===== src/rtl/osc_timer_pkg.sv =====
package osc_timer_pkg;

  // True when the counter, after this cycle's increment, reaches the limit.
  function automatic logic reaches_limit(longint unsigned elapsed,
                                         longint unsigned limit);
    return (elapsed + 64'd1) == limit;
  endfunction

  // Band check; a silent ring (count zero) never passes.
  function automatic logic count_in_band(longint unsigned count,
                                         longint unsigned lo,
                                         longint unsigned hi);
    return (count != 64'd0) && (count >= lo) && (count <= hi);
  endfunction

endpackage


===== src/rtl/osc_win_ctr.sv =====
module osc_win_ctr #(
  parameter int CNT_W = 16
) (
  input  logic             clk,
  input  logic             rst_n,
  input  logic             start_req,
  input  logic [CNT_W-1:0] ref_cnt,
  output logic             en_o,
  output logic             done_o,
  output logic             start_accept_o,
  output logic             window_last_o
);
  localparam int PAD_W = 64 - CNT_W;

  logic [CNT_W-1:0] elapsed_q;
  logic [CNT_W-1:0] limit_q;
  logic             en_q;
  logic             done_q;

  assign start_accept_o = start_req & ~en_q & (ref_cnt != '0);
  assign window_last_o  = en_q &
    osc_timer_pkg::reaches_limit({{PAD_W{1'b0}}, elapsed_q},
                                 {{PAD_W{1'b0}}, limit_q});

  always_ff @(posedge clk or negedge rst_n) begin
    if (!rst_n) begin
      en_q      <= 1'b0;
      done_q    <= 1'b0;
      elapsed_q <= '0;
      limit_q   <= '0;
    end else begin
      done_q <= 1'b0;
      if (start_accept_o) begin
        en_q      <= 1'b1;
        elapsed_q <= '0;
        limit_q   <= ref_cnt;
      end else if (en_q) begin
        elapsed_q <= elapsed_q + 1'b1;
        if (window_last_o) begin
          en_q   <= 1'b0;
          done_q <= 1'b1;
        end
      end
    end
  end

  assign en_o   = en_q;
  assign done_o = done_q;
endmodule


===== src/rtl/osc_band_judge.sv =====
module osc_band_judge #(
  parameter int RING_W = 16
) (
  input  logic              clk,
  input  logic              rst_n,
  input  logic              take,
  input  logic [RING_W-1:0] count,
  input  logic [RING_W-1:0] lo,
  input  logic [RING_W-1:0] hi,
  output logic              verdict_valid_o,
  output logic              pass_o
);
  localparam int PAD_W = 64 - RING_W;

  logic in_band;
  logic vv_q;
  logic pass_q;

  assign in_band = osc_timer_pkg::count_in_band({{PAD_W{1'b0}}, count},
                                                {{PAD_W{1'b0}}, lo},
                                                {{PAD_W{1'b0}}, hi});

  always_ff @(posedge clk or negedge rst_n) begin
    if (!rst_n) begin
      vv_q   <= 1'b0;
      pass_q <= 1'b0;
    end else begin
      vv_q <= take;
      if (take) pass_q <= in_band;
    end
  end

  assign verdict_valid_o = vv_q;
  assign pass_o          = pass_q;
endmodule


===== src/rtl/osc_window_timer.sv =====
module osc_window_timer #(
  parameter int CNT_W  = 16,
  parameter int RING_W = 16
) (
  input  logic              clk,
  input  logic              rst_n,
  input  logic              start_i,
  input  logic [CNT_W-1:0]  ref_count_i,
  input  logic [RING_W-1:0] band_lo_i,
  input  logic [RING_W-1:0] band_hi_i,
  input  logic [RING_W-1:0] ring_count_i,
  input  logic              ring_valid_i,
  output logic              osc_en_o,
  output logic              busy_o,
  output logic              done_o,
  output logic              verdict_valid_o,
  output logic              pass_o
);
  logic start_accept;
  logic window_last;
  logic ring_take;
  logic en_w;

  osc_win_ctr #(.CNT_W(CNT_W)) u_win (
    .clk            (clk),
    .rst_n          (rst_n),
    .start_req      (start_i),
    .ref_cnt        (ref_count_i),
    .en_o           (en_w),
    .done_o         (done_o),
    .start_accept_o (start_accept),
    .window_last_o  (window_last)
  );

  // Counts are only judged once the window has closed.
  assign ring_take = ring_valid_i & ~en_w;

  osc_band_judge #(.RING_W(RING_W)) u_judge (
    .clk             (clk),
    .rst_n           (rst_n),
    .take            (ring_take),
    .count           (ring_count_i),
    .lo              (band_lo_i),
    .hi              (band_hi_i),
    .verdict_valid_o (verdict_valid_o),
    .pass_o          (pass_o)
  );

  assign osc_en_o = en_w;
  assign busy_o   = en_w;
endmodule


===== config.mk =====
export PLATFORM = sky130hd
export DESIGN_NAME = osc_window_timer
export DESIGN_NICKNAME = d
export VERILOG_FILES = /design/src/rtl/osc_timer_pkg.sv /design/src/rtl/osc_win_ctr.sv /design/src/rtl/osc_band_judge.sv /design/src/rtl/osc_window_timer.sv
export SDC_FILE = /design/constraint.sdc
export NUM_CORES = 1
export LEC_CHECK = 0
export BUFFER_PORTS_ARGS = -buffer_cell sky130_fd_sc_hd__buf_2
export CAP_MARGIN = 20
export CORE_ASPECT_RATIO = 0.9
export CORE_UTILIZATION = 57
export DETAILED_ROUTE_END_ITERATION = 10
export PLACE_DENSITY = 0.85
export RECOVER_POWER = 50
export REMOVE_ABC_BUFFERS = 1
export SKIP_CTS_REPAIR_TIMING = 1
export SYNTH_ARGS = -nofsm -noshare
export SYNTH_HDL_FRONTEND = slang
export SYNTH_HIERARCHICAL = 1
export SYNTH_SLANG_ARGS = --single-unit

===== constraint.sdc =====
create_clock -name clk -period 6.5 [get_ports clk]
set_clock_uncertainty 0.2 [all_clocks]
set_input_delay 0.325 -clock clk [delete_from_list [all_inputs] [get_ports clk]]
set_output_delay 0.325 -clock clk [all_outputs]
set_load 0.005 [all_outputs]

### Word level (Yosys, flattened, before mapping)

Index checks and enable logic that the tools add are counted.
Widths: inputs -> output; s select.

* word-level logic and storage cells: 29
* flip-flop bits (word level): 36
* bits of input ports: 68
* output and inout port bits: 5

* $add $sub $neg: 2
* order comparisons: 2
* bitwise gates (word level): 5
* equal/unequal tests: 1
* mux-type cells: 8
* reduce and logical (&&, ||, !) cells: 5

Operator list (count)
* $eq 64x16->1: 1
* $mux 16: 2
* $reduce_bool 16->1: 2
* $add 16x1->17 const B: 1
* $add 16x1->16 const B: 1
* $ge 16x16->1: 1
* $le 16x16->1: 1
* $mux 1: 6
* $and 1x1->1: 4
* $logic_and 1x1->1: 2
* $reduce_bool 2->1: 1
* $not 1->1: 1

### Depth between registers and ports, before layout

Gate-level depths: netlist (run 1).

* depth after elaboration: 6
* depth in mapped cells: 8

### Cells and area by module

The synthesis (run 1) kept the hierarchy.

By module, submodules not included
* osc_win_ctr: cells each 276, area an instance 2250.9 um2, instances 1
* osc_band_judge: cells each 121, area an instance 887.1 um2, instances 1
* osc_window_timer: cells each 2, area an instance 21.3 um2, instances 1

### Worst setup path after synthesis (run 1)

Ideal clock, no wire load.

* path type: register to register
* start point: register u_win.elapsed_q[0]
* end point: register u_win.done_q (netlist: u_win/done_o)
* path buffers: 0
* library setup time: 0.101 ns
* arrival time: 2.323 ns
* stages on the path, launching flop included: 8
* path slack: 3.876 ns
* required time: 6.199 ns
* path through: dfrtp_1 > ha_1 > xor2_1 > a211oi_1 > nand4_1 > or4_1 > or4b_1 > nor4_1

* longest elaborated chain between the ends: 6

RTL lines
* start: declaration: RTL line osc_win_ctr.sv:15 `logic [CNT_W-1:0] elapsed_q;`
* start signal: assignment: RTL line osc_win_ctr.sv:38 `elapsed_q <= elapsed_q + 1'b1;`
* $add 16x1->17: RTL line osc_timer_pkg.sv:6 `return (elapsed + 64'd1) == limit;`
* $eq 64x16->1: RTL line osc_timer_pkg.sv:6
* $and 1x1->1: RTL line osc_win_ctr.sv:21 `assign window_last_o = en_q &`
* $mux 1: RTL line osc_win_ctr.sv:39 `if (window_last_o) begin`
* $mux 1: RTL line osc_win_ctr.sv:37 `end else if (en_q) begin`
* $mux 1: RTL line osc_win_ctr.sv:33 `if (start_accept_o) begin`
* end signal: assignment: RTL line osc_win_ctr.sv:28 `done_q <= 1'b0;`
* end signal: assignment: RTL line osc_win_ctr.sv:32 `done_q <= 1'b0;`
* end signal: assignment: RTL line osc_win_ctr.sv:41 `done_q <= 1'b1;`
* end: declaration: RTL line osc_win_ctr.sv:18 `logic done_q;`

No other way between the ends.
A chain may end at the register's enable or synchronous reset.

### Final worst setup path (run 1)

* start point: register u_win.en_q (netlist: u_win/en_o)
* end point: register u_win.en_q (netlist: u_win/en_o)

* longest elaborated chain between the ends: 4
* elaborated cells on any way between the ends: 7
* those cells by class: 3 x mux; 4 x bitwise

RTL lines
* start: declaration: RTL line osc_win_ctr.sv:17 `logic en_q;`
* start signal: assignment: RTL line osc_win_ctr.sv:27 `en_q <= 1'b0;`
* start signal: assignment: RTL line osc_win_ctr.sv:34 `en_q <= 1'b1;`
* start signal: assignment: RTL line osc_win_ctr.sv:40 `en_q <= 1'b0;`
* $not 1->1: RTL line osc_win_ctr.sv:20 `assign start_accept_o = start_req & ~en_q & (ref_cnt != '0);`
* $and 1x1->1 (2 in series): RTL line osc_win_ctr.sv:20
* via start_accept: RTL line osc_window_timer.sv:19 `logic start_accept;`
* $mux 1: RTL line osc_win_ctr.sv:33

The timed path passes the listed nets, and every way through them passes these cells.

==> key figures, run 1 <==
Timing
  • Max Slew Vio Count: 37
  • Slew @ Worst Pin: 1.867 ns
  • Slew HR: -24.49%
  • Final period util: 50.56%
  • Min Tclk post-route: between 3 and 4 ns
  • Final setup vio count: 0
  • Hold_ws: 0.03354 ns
  • Max Fclk: between 0.3 and 0.4 GHz
  • Final hold vios: 0
  • Final WS setup: about 3.2 ns
  • Unrepaired setup endpoints after global routing: no
  • Total Neg Setup Slack: 0 ns

Setup path
  • CP Capture Type: flip-flop
  • R2R Path Start: u_win/en_o
  • Worst Path Required: between 6 and 7 ns
  • Worst setup path class: flip-flop to flip-flop
  • CP Launch Type: flip-flop
  • R2R cell count: 5
  • Worst Path Arrival: about 3.2 ns
  • RR Endpoint: u_win/en_o
  • Reg2reg setup slack: 3.21 ns
  • Critical path origin: u_win/en_o
  • Worst setup path end: u_win/en_o
  • Largest driver fanout on the critical path: 29

CTS
  • Clk Tree Root Cell: clkbuf_8
  • Htree depth: 2
  • Clock transition at path regs: around 0.080 ns
  • Worst-skew pair later-pin latency: roughly 0.3 ns
  • TritonCTS clock tree: yes
  • CTS max path bufs: 2
  • CTS sink count: 36
  • Num CTS Buffers: 5

Route
  • Via-to-Cell Ratio: ~5.9
  • First-pass iteration count of the detailed router: 5
  • Initial DRC Count: ~300
  • DRC viols: 0
  • Via Count: around 3.1k
  • Wire per inst: 14.96 um
  • Antenna Violating Nets Remaining: 0
  • Detailed Route WL: between 7 and 8 mm

Min path
  • Hold WC Path Type: primary input to flip-flop

Cells and area
  • Design Area, Final: ~0.0036 sq mm
  • FILL cells: around 420
  • Diodes inserted: 0
  • Nets: 560
  • Layout cells sized above 1: about a fifth
  • Area delta synth->final: 14.40%

Synth
  • Mapped Cells: just under 400
  • Synth Cell Area: 0.003153 sq mm
  • Ys Warns: 6
  • Syn_area_per_cell: roughly 7.9 sq um

Place
  • Pre-CTS WS: between 3 and 4 ns
  • Placed Area: between 0.003 and 0.004 sq mm
  • Post-DP HPWL: between 6 and 7 mm
  • Final GP Congestion: approximately 0.92
  • PortBufs: 72

Power and ir drop
  • Worst VDD drop: 0.0001892 V
  • Power, Total: roughly 1100 uW
  • Leakage: between 0.0015 and 0.002 uW
  • Pwr per Cell Area: about 300 mW/mm^2

Die
  • Top Ports: 73
  • Core area: 0.005286 sq mm
  • Die ar.: 0.005833 sq mm
  • Die H: 72.56 um
  • Die Span X: approximately 80 um
  • Row cnt: 25
  • Initial core utilization: 59.64%

GRT
  • Total grt overflow: 0
  • Overall routing resource usage: a little under 30%
  • Initial antenna violation count: 0
  • Largest net degree at the start of global routing: 37
  • Vias in the first global route: 2799
  • First-pass GRT wire length: between 10 and 15 mm

Status
  • Violated checks: max-capacitance violations, max-slew violations
  • Status: finished with violations

Flow run
  • Max capacitance violation total: 1
[critical path, cell delays in order, from the launching register on]
cell and delay (ns):
dfrtp_1 0.84, nor2b_1 0.15, nand2_1 0.78, inv_1 0.59
nor4_1 0.41, a32oi_1 0.15
[registers in the layout (all words and copies together), names as in the netlist]
register                 cells
u_judge/verdict_valid_o      1
u_win/limit_q               16
u_win/elapsed_q             16
u_win/en_o                   1
u_win/done_o                 1
u_judge/pass_o               1
[cell type report]
class / instances / area [sq um] / area share [%]
Clock inverter: 3 / 42.54 / 1.179
Inverter: 39 / 146.4 / 4.058
Clock buffer: 5 / 68.82 / 1.908
Timing Repair Buffer: 73 / 365.4 / 10.13
Sequential cell: 36 / 900.9 / 24.97
Multi-Input combinational cell: 304 / 1999 / 55.43
Tap cell: 67 / 83.83 / 2.324
[metrics by stage]
stage / util [%] / cells
3_5_place_dp: 66.18 / 518
6_report: 68.24 / 527
2_1_floorplan: - / 379
4_1_cts: 68.28 / 526
5_1_grt: 68.24 / 527
3_3_place_gp: 66.18 / 518
[power breakdown]
part / internal [uW] / switching, uW
registers: 299 / 126
clock network: 113 / 84.0
logic: 204 / 258
[placed cells by master (no fill, tap or decap), drive strengths merged, types with 2 or more instances in the layout]
master / n
ha: 33
a211oi: 3
or3: 6
o31ai: 2
a21o: 2
and3: 4
clkbuf: 9
dfrtp: 36
nor3: 4
nor2b: 5
a21oi: 20
inv: 39
a2111oi: 2
xor2: 10
o21ai: 24
buf: 68
o22ai: 3
xnor2: 17
or4: 6
or4b: 2
nor4: 15
a32oi: 2
and2: 3
nor3b: 3
o211ai: 3
nor2: 12
nand3: 12
nand4: 14
nand2: 85
[layer usage]
| metal | global-route usage [%] | routed length (um) | up-vias |
|---|---|---|---|
| met4 | 8.135 | 128 | 0 |
| met3 | 4.780 | 645 | 19 |
| met1 | 42.54 | 3710 | 1391 |
| met2 | 43.97 | 3402 | 159 |
| li1 | - | - | 1514 |
| met5 | 0 | 0 | - |
[worst min path at each step]
stage / startpoint / end / slack [ns] / cells past startpoint
2_1_floorplan: rst_n / u_judge/pass_o / -0.17 / 0
3_3_place_gp: rst_n / u_win/elapsed_q[6] / 0.25 / 1
3_5_place_dp: rst_n / u_win/elapsed_q[3] / 0.25 / 1
4_1_cts: rst_n / u_win/elapsed_q[10] / -0.07 / 1
5_1_grt: ref_count_i[11] / u_win/limit_q[11] / 0.04 / 3
6_report: ref_count_i[0] / u_win/limit_q[0] / 0.03 / 3
No activity file was read; power rests on OpenSTA's default activity.
==> inputs of run 2 (changes only) <==
Settings changed: ABC_AREA set to 1, CORE_UTILIZATION 57 to 54, PLACE_DENSITY 0.85 to 0.82.
Clock period 6.5 ns to 3.4 ns, I/O delays scaled along.
==> key figures, run 2 <==
Route
  • Initial DRC Count: 227 (-24%)
  • DRC viols: 0 (unchanged)
  • Via Count: 3106 (+0.75%)
  • Detailed Route WL: 7.544 mm (-4.3%)
  • Antenna Violating Nets Remaining: 0 (unchanged)
  • Wire per inst: 12.72 um (-15%)
  • Via-to-Cell Ratio: 5.238 (-10%)
  • First-pass iteration count of the detailed router: 5 (unchanged)

Cells and area
  • Multi-input combinational cell area: 0.001745 sq mm (-13%)
  • Layout cells sized above 1: 15.78% (-3.1 points)
  • FILL cells: 430 (+1.9%)
  • Reg area: 900.9 sq um (unchanged)
  • Area delta synth->final: 23.48%
  • Post-Route Utilization: 69.12% (+0.88 points)
  • Most common cell after layout, fill and taps aside: nand2_1
  • Most frequent cells in the layout: 148 x nand2_1, 71 x inv_1, 70 x buf_2
  • Largest regs: u_win/elapsed_q x16, u_win/limit_q x16
  • Post-route insts no fill: 593 (+13%)
  • Diodes inserted: 0 (unchanged)
  • Nets: 626 (+12%)

Timing
  • Max Fclk: ~0.38 GHz
  • Slew HR: -24.23% (+0.26 points)
  • Final setup vio count: 0 (unchanged)
  • Final period util: just under 80%
  • Slew @ Worst Pin: 1.863 ns (-0.003918 ns)
  • Max Slew Vio Count: 37 (unchanged)
  • Final hold vios: 0 (unchanged)
  • Min Tclk post-route: ~2.6 ns
  • Unrepaired setup endpoints after global routing: no
  • Total Neg Setup Slack: 0 ns (unchanged)

CTS
  • Htree depth: 2 (unchanged)
  • CTS max path bufs: 2 (unchanged)
  • Clk Tree Root Cell: clkbuf_8
  • Worst-skew pair later-pin latency: 0.29 ns (about the same)
  • TritonCTS clock tree: yes
  • Clock transition at path regs: 0.07 ns (about the same)
  • Num CTS Buffers: 5 (unchanged)
  • CTS sink count: 36 (unchanged)

Setup path
  • CP Launch Type: primary input
  • Highest-delay cell along the critical path: dlygate4sd3_1
  • Largest driver fanout on the critical path: 15 (-48%)
  • CP peak stage delay: 0.54 ns (-0.30 ns)
  • Worst Path Required: 3.40 ns (-3.03 ns)
  • CP bufs+invs: 2 (+1)
  • CP Capture Type: flip-flop
  • Critical-path cell list: dlygate4sd3_1, buf_2, nor4_1, nand4_1, nand3_1, nand2_1, o21ai_0
  • CP delay by family, top: simple AND/OR/NAND/NOR gates
  • Worst Path Arrival: 2.64 ns (-0.57 ns)
  • Worst setup path class: primary input to flip-flop

Die
  • Die H: 72.02 um (-0.74%)
  • Die ar.: 0.005747 sq mm (-1.5%)
  • Core area: 0.005255 sq mm (-0.59%)
  • Top Ports: 73 (unchanged)
  • Initial core utilization: 55.98% (-3.7 points)
  • Row cnt: 25 (unchanged)
  • Die Span X: 79.80 um (-0.74%)

GRT
  • Vias in the first global route: 2841 (+1.5%)
  • Total grt overflow: 0 (unchanged)
  • Overall routing resource usage: 26.51% (-2.5 points)
  • Largest net degree at the start of global routing: 37 (unchanged)
  • Initial antenna violation count: 0 (unchanged)
  • First-pass GRT wire length: 11.91 mm (-8.3%)

Synth
  • Mapped Cells: 433 (+8.8%)
  • Syn_area_per_cell: 6.793 sq um (-14%)
  • Synth Cell Area: 0.002942 sq mm (-6.7%)
  • Ys Warns: 6 (unchanged)

Power and ir drop
  • Leakage: 0.002083 uW (+15%)
  • Worst VDD drop: 0.0001688 V (-11%)
  • Switch Pwr: 233.9 uW (-50%)
  • Clock power frac: 34.3% (+16 points)
  • Seq pwr share: 47.1% (+7.9 points)
  • Power, Total: 911.4 uW (-16%)
  • Pwr per Cell Area: 250.9 mW/mm^2 (-17%)
  • Sw Share: 25.66% (-18 points)
  • Combinational Power Share: 18.6% (-24 points)
  • Internal power: 677.5 uW (+9.9%)

Flow run
  • Max capacitance violation total: 1 (unchanged)

Place
  • PortBufs: 72 (unchanged)
  • Final GP Congestion: 0.8625 (-6.5%)
  • Post-DP HPWL: 5.800 mm (-4.1%)
  • Placed cell count: 567 (+9.5%)

Status
  • Violated checks: max-capacitance violations, max-slew violations
  • Status: finished with violations

Min path
  • Hold WC Path Type: primary input to flip-flop
-- run 2: routing by layer --
layer	track usage (%)	vias to the layer above	wire length (um)
met2	47.77	124	3700
met5	0	-	0
met1	31.56	1396	3182
met4	8.929	0	163
met3	5.157	16	498
li1	-	1570	-
-- run 2: cell type report --
class	count	area share, %
clock buffer	8	2.480
inverter	71	7.337
multi-input combinational	320	48.05
sequential	36	24.80
tap	67	2.308
timing repair buffer	91	15.02
-- run 2: tightest hold or removal path, cell delays in order --
cell and delay (ns):
buf_2 0.11, nor4_1 0.05, a31oi_1 0.12, nand3_1 0.09
nand2_1 0.07
-- run 2: final timing paths --
check | cells past startpoint | to | slack [ns] | startpoint
setup reg to reg | 6 | u_win/limit_q[14] | 0.97 | u_win/en_o
max in group asynchronous | 2 | u_win/elapsed_q[11] | 1.20 | rst_n
hold / removal | 5 | u_judge/pass_o | 0.15 | ring_count_i[7]
hold reg to reg | 2 | u_judge/pass_o | 0.31 | u_judge/pass_o
min in group asynchronous | 2 | u_win/elapsed_q[6] | 0.72 | rst_n
setup / recovery | 7 | u_win/elapsed_q[15] | 0.76 | ref_count_i[9]
-- run 2: per-stage QoR --
stage / hold slack (ns) / worst slack, ns / area, sq um
2_1_floorplan: -0.3256 / 1.421 / 2915
3_3_place_gp: 0.1004 / 1.151 / 3367
3_5_place_dp: 0.1009 / 1.063 / 3367
4_1_cts: -0.2193 / 1.042 / 3457
5_1_grt: 0.1857 / 0.6374 / 3632
6_report: 0.1518 / 0.7561 / 3632
-- run 2: power groups by stage --
stage / Clock, uW / Combinational [uW] / Sequential (uW)
after global placement: 0 / 144 / 438
after detailed placement: 0 / 151 / 438
after global routing: 344 / 195 / 429
after CTS: 319 / 152 / 430
final: 313 / 169 / 430
after floorplan: 0 / 76.6 / 438
==> inputs of run 3 (changes only) <==
Clock period 3.4 ns to 2.5 ns, I/O delays scaled along.
==> key figures, run 3 (synthesized netlist as in run 2, its figures left out) <==
GRT
  • Total grt overflow: 0 (unchanged)
  • First-pass GRT wire length: 12.60 mm (+5.8%)
  • Initial antenna violation count: 0 (unchanged)
  • Overall routing resource usage: 28.06% (+1.5 points)
  • Vias in the first global route: 2953 (+3.9%)
  • Largest net degree at the start of global routing: 37 (unchanged)

Power and ir drop
  • Leakage: 0.002097 uW (+0.68%)
  • Worst VDD drop: 0.0002167 V (+28%)
  • Power, Total: 1259 uW (+38%)
  • Pwr per Cell Area: 343.0 mW/mm^2 (+37%)

Place
  • PortBufs: 72 (unchanged)
  • Final GP Congestion: 0.9602 (+11%)
  • Post-DP HPWL: 6.075 mm (+4.7%)

Min path
  • Hold depth: 5 (unchanged)
  • Hold WC Path Type: primary input to flip-flop

Setup path
  • Worst Path Arrival: 2.36 ns (-0.28 ns)
  • Critical-path cell list: dlygate4sd3_1, buf_2, nor4_1, nand4_1, nand3_1, inv_1, nand2_1, o21ai_0
  • Largest driver fanout on the critical path: 21 (+6)
  • Worst Path Required: 2.44 ns (-0.96 ns)
  • CP Launch Type: primary input
  • Highest-delay cell along the critical path: dlygate4sd3_1
  • CP Capture Type: flip-flop
  • R2R cell count: 14 (+8)
  • Worst setup path class: primary input to flip-flop
  • CP peak stage delay: 0.55 ns (about the same)

Timing
  • Max Fclk: roughly 0.41 GHz
  • Total Neg Setup Slack: 0 ns (unchanged)
  • Max Slew Vio Count: 0 (-100%)
  • Final setup vio count: 0 (unchanged)
  • Unrepaired setup endpoints after global routing: no
  • Final hold vios: 0 (unchanged)
  • Hold_ws: 0.07948 ns (-0.07234 ns)
  • Slew @ Worst Pin: 0.9027 ns (-0.9608 ns)
  • Final period util: 96.83%
  • Min Tclk post-route: 2.421 ns
  • Slew HR: 39.82% (+64 points)

CTS
  • Clk Tree Root Cell: clkbuf_8
  • Htree depth: 2 (unchanged)
  • CTS max path bufs: 2 (unchanged)
  • TritonCTS clock tree: yes
  • CTS sink count: 36 (unchanged)
  • Num CTS Buffers: 5 (unchanged)
  • Clock transition at path regs: 0.08 ns (about the same)
  • Worst-skew pair later-pin latency: 0.29 ns (about the same)

Route
  • Wire per inst: 13.47 um (+5.9%)
  • Via-to-Cell Ratio: 5.369 (+2.5%)
  • Antenna Violating Nets Remaining: 0 (unchanged)
  • Detailed Route WL: 8.043 mm (+6.6%)
  • Initial DRC Count: 313 (+38%)
  • First-pass iteration count of the detailed router: 5 (unchanged)
  • Via Count: 3205 (+3.2%)
  • DRC viols: 0 (unchanged)

Die
  • Row cnt: 25 (unchanged)
  • Die Span X: 79.80 um (unchanged)
  • Die ar.: 0.005747 sq mm (unchanged)
  • Initial core utilization: 55.98% (unchanged)
  • Core area: 0.005255 sq mm (unchanged)
  • Top Ports: 73 (unchanged)
  • Die H: 72.02 um (unchanged)

Status
  • Status: completed

Cells and area
  • FILL cells: 463 (+7.7%)
  • Most common cell after layout, fill and taps aside: nand2_1
  • Layout cells sized above 1: 16.98% (+1.2 points)
  • Nets: 630 (+0.64%)
  • Largest regs: u_win/elapsed_q x16, u_win/limit_q x16
  • Area delta synth->final: 24.76%
  • Diodes inserted: 0 (unchanged)
  • Most frequent cells in the layout: 148 x nand2_1, 71 x inv_1, 70 x buf_2

Flow run
  • Max capacitance violation total: 0 (-1)
run 3: area by class of cell:
class	count	area [sq um]	share of cell area [%]
repair buffers	95	573.1	15.62
multi-input cells	320	1748	47.63
clock inverters	2	15.01	0.4091
well taps	67	83.83	2.284
clock buffers	6	82.58	2.250
flip-flops and latches	36	900.9	24.55
inverters	71	266.5	7.262
run 3: power breakdown:
part,total (uW),leakage (uW),internal [uW],switching (uW)
clock network,443,0.0000434,223,220
logic,232,0.00159,113,119
registers,584,0.000462,583,0.754
run 3: metal layers:
layer | part of all wire [%] | vias to the layer above | track usage [%]
met5 | 0 | - | 0
met4 | 2.1 | 0 | 10.71
met3 | 7.0 | 20 | 6.289
met2 | 51 | 152 | 49.38
met1 | 40 | 1456 | 33.41
li1 | - | 1577 | -
run 3: path summary, 6_finish.rpt:
kind	end	slack, ns	start
min reg2reg	u_judge/pass_o	0.30	u_judge/pass_o
min	u_judge/pass_o	0.08	ring_count_i[7]
max reg2reg	u_win/en_o	0.24	u_win/elapsed_q[0]
max	u_win/limit_q[12]	0.08	ref_count_i[8]
max in group asynchronous	u_win/elapsed_q[8]	1.25	rst_n
min in group asynchronous	u_win/elapsed_q[13]	0.29	rst_n
run 3: metrics by stage:
step / instance area (sq um) / std cells / util, % / setup slack [ns]
6_report: 3670 / 597 / 69.83 / 0.07922
5_1_grt: 3670 / 597 / 69.83 / 0.05371
4_1_cts: 3495 / 579 / 66.50 / 0.3087
3_5_place_dp: 3397 / 571 / 64.64 / 0.3352
3_3_place_gp: 3397 / 571 / 64.64 / 0.3674
2_1_floorplan: 2915 / 427 / - / 0.5206
run 3: worst max-delay path, delay by kind of cell:
family / cells / cell delay (ns)
AND/OR/NAND/NOR: 4 / 1.05
buffers and inverters: 3 / 1.05
AO/OA/AOI/OAI: 1 / 0.13
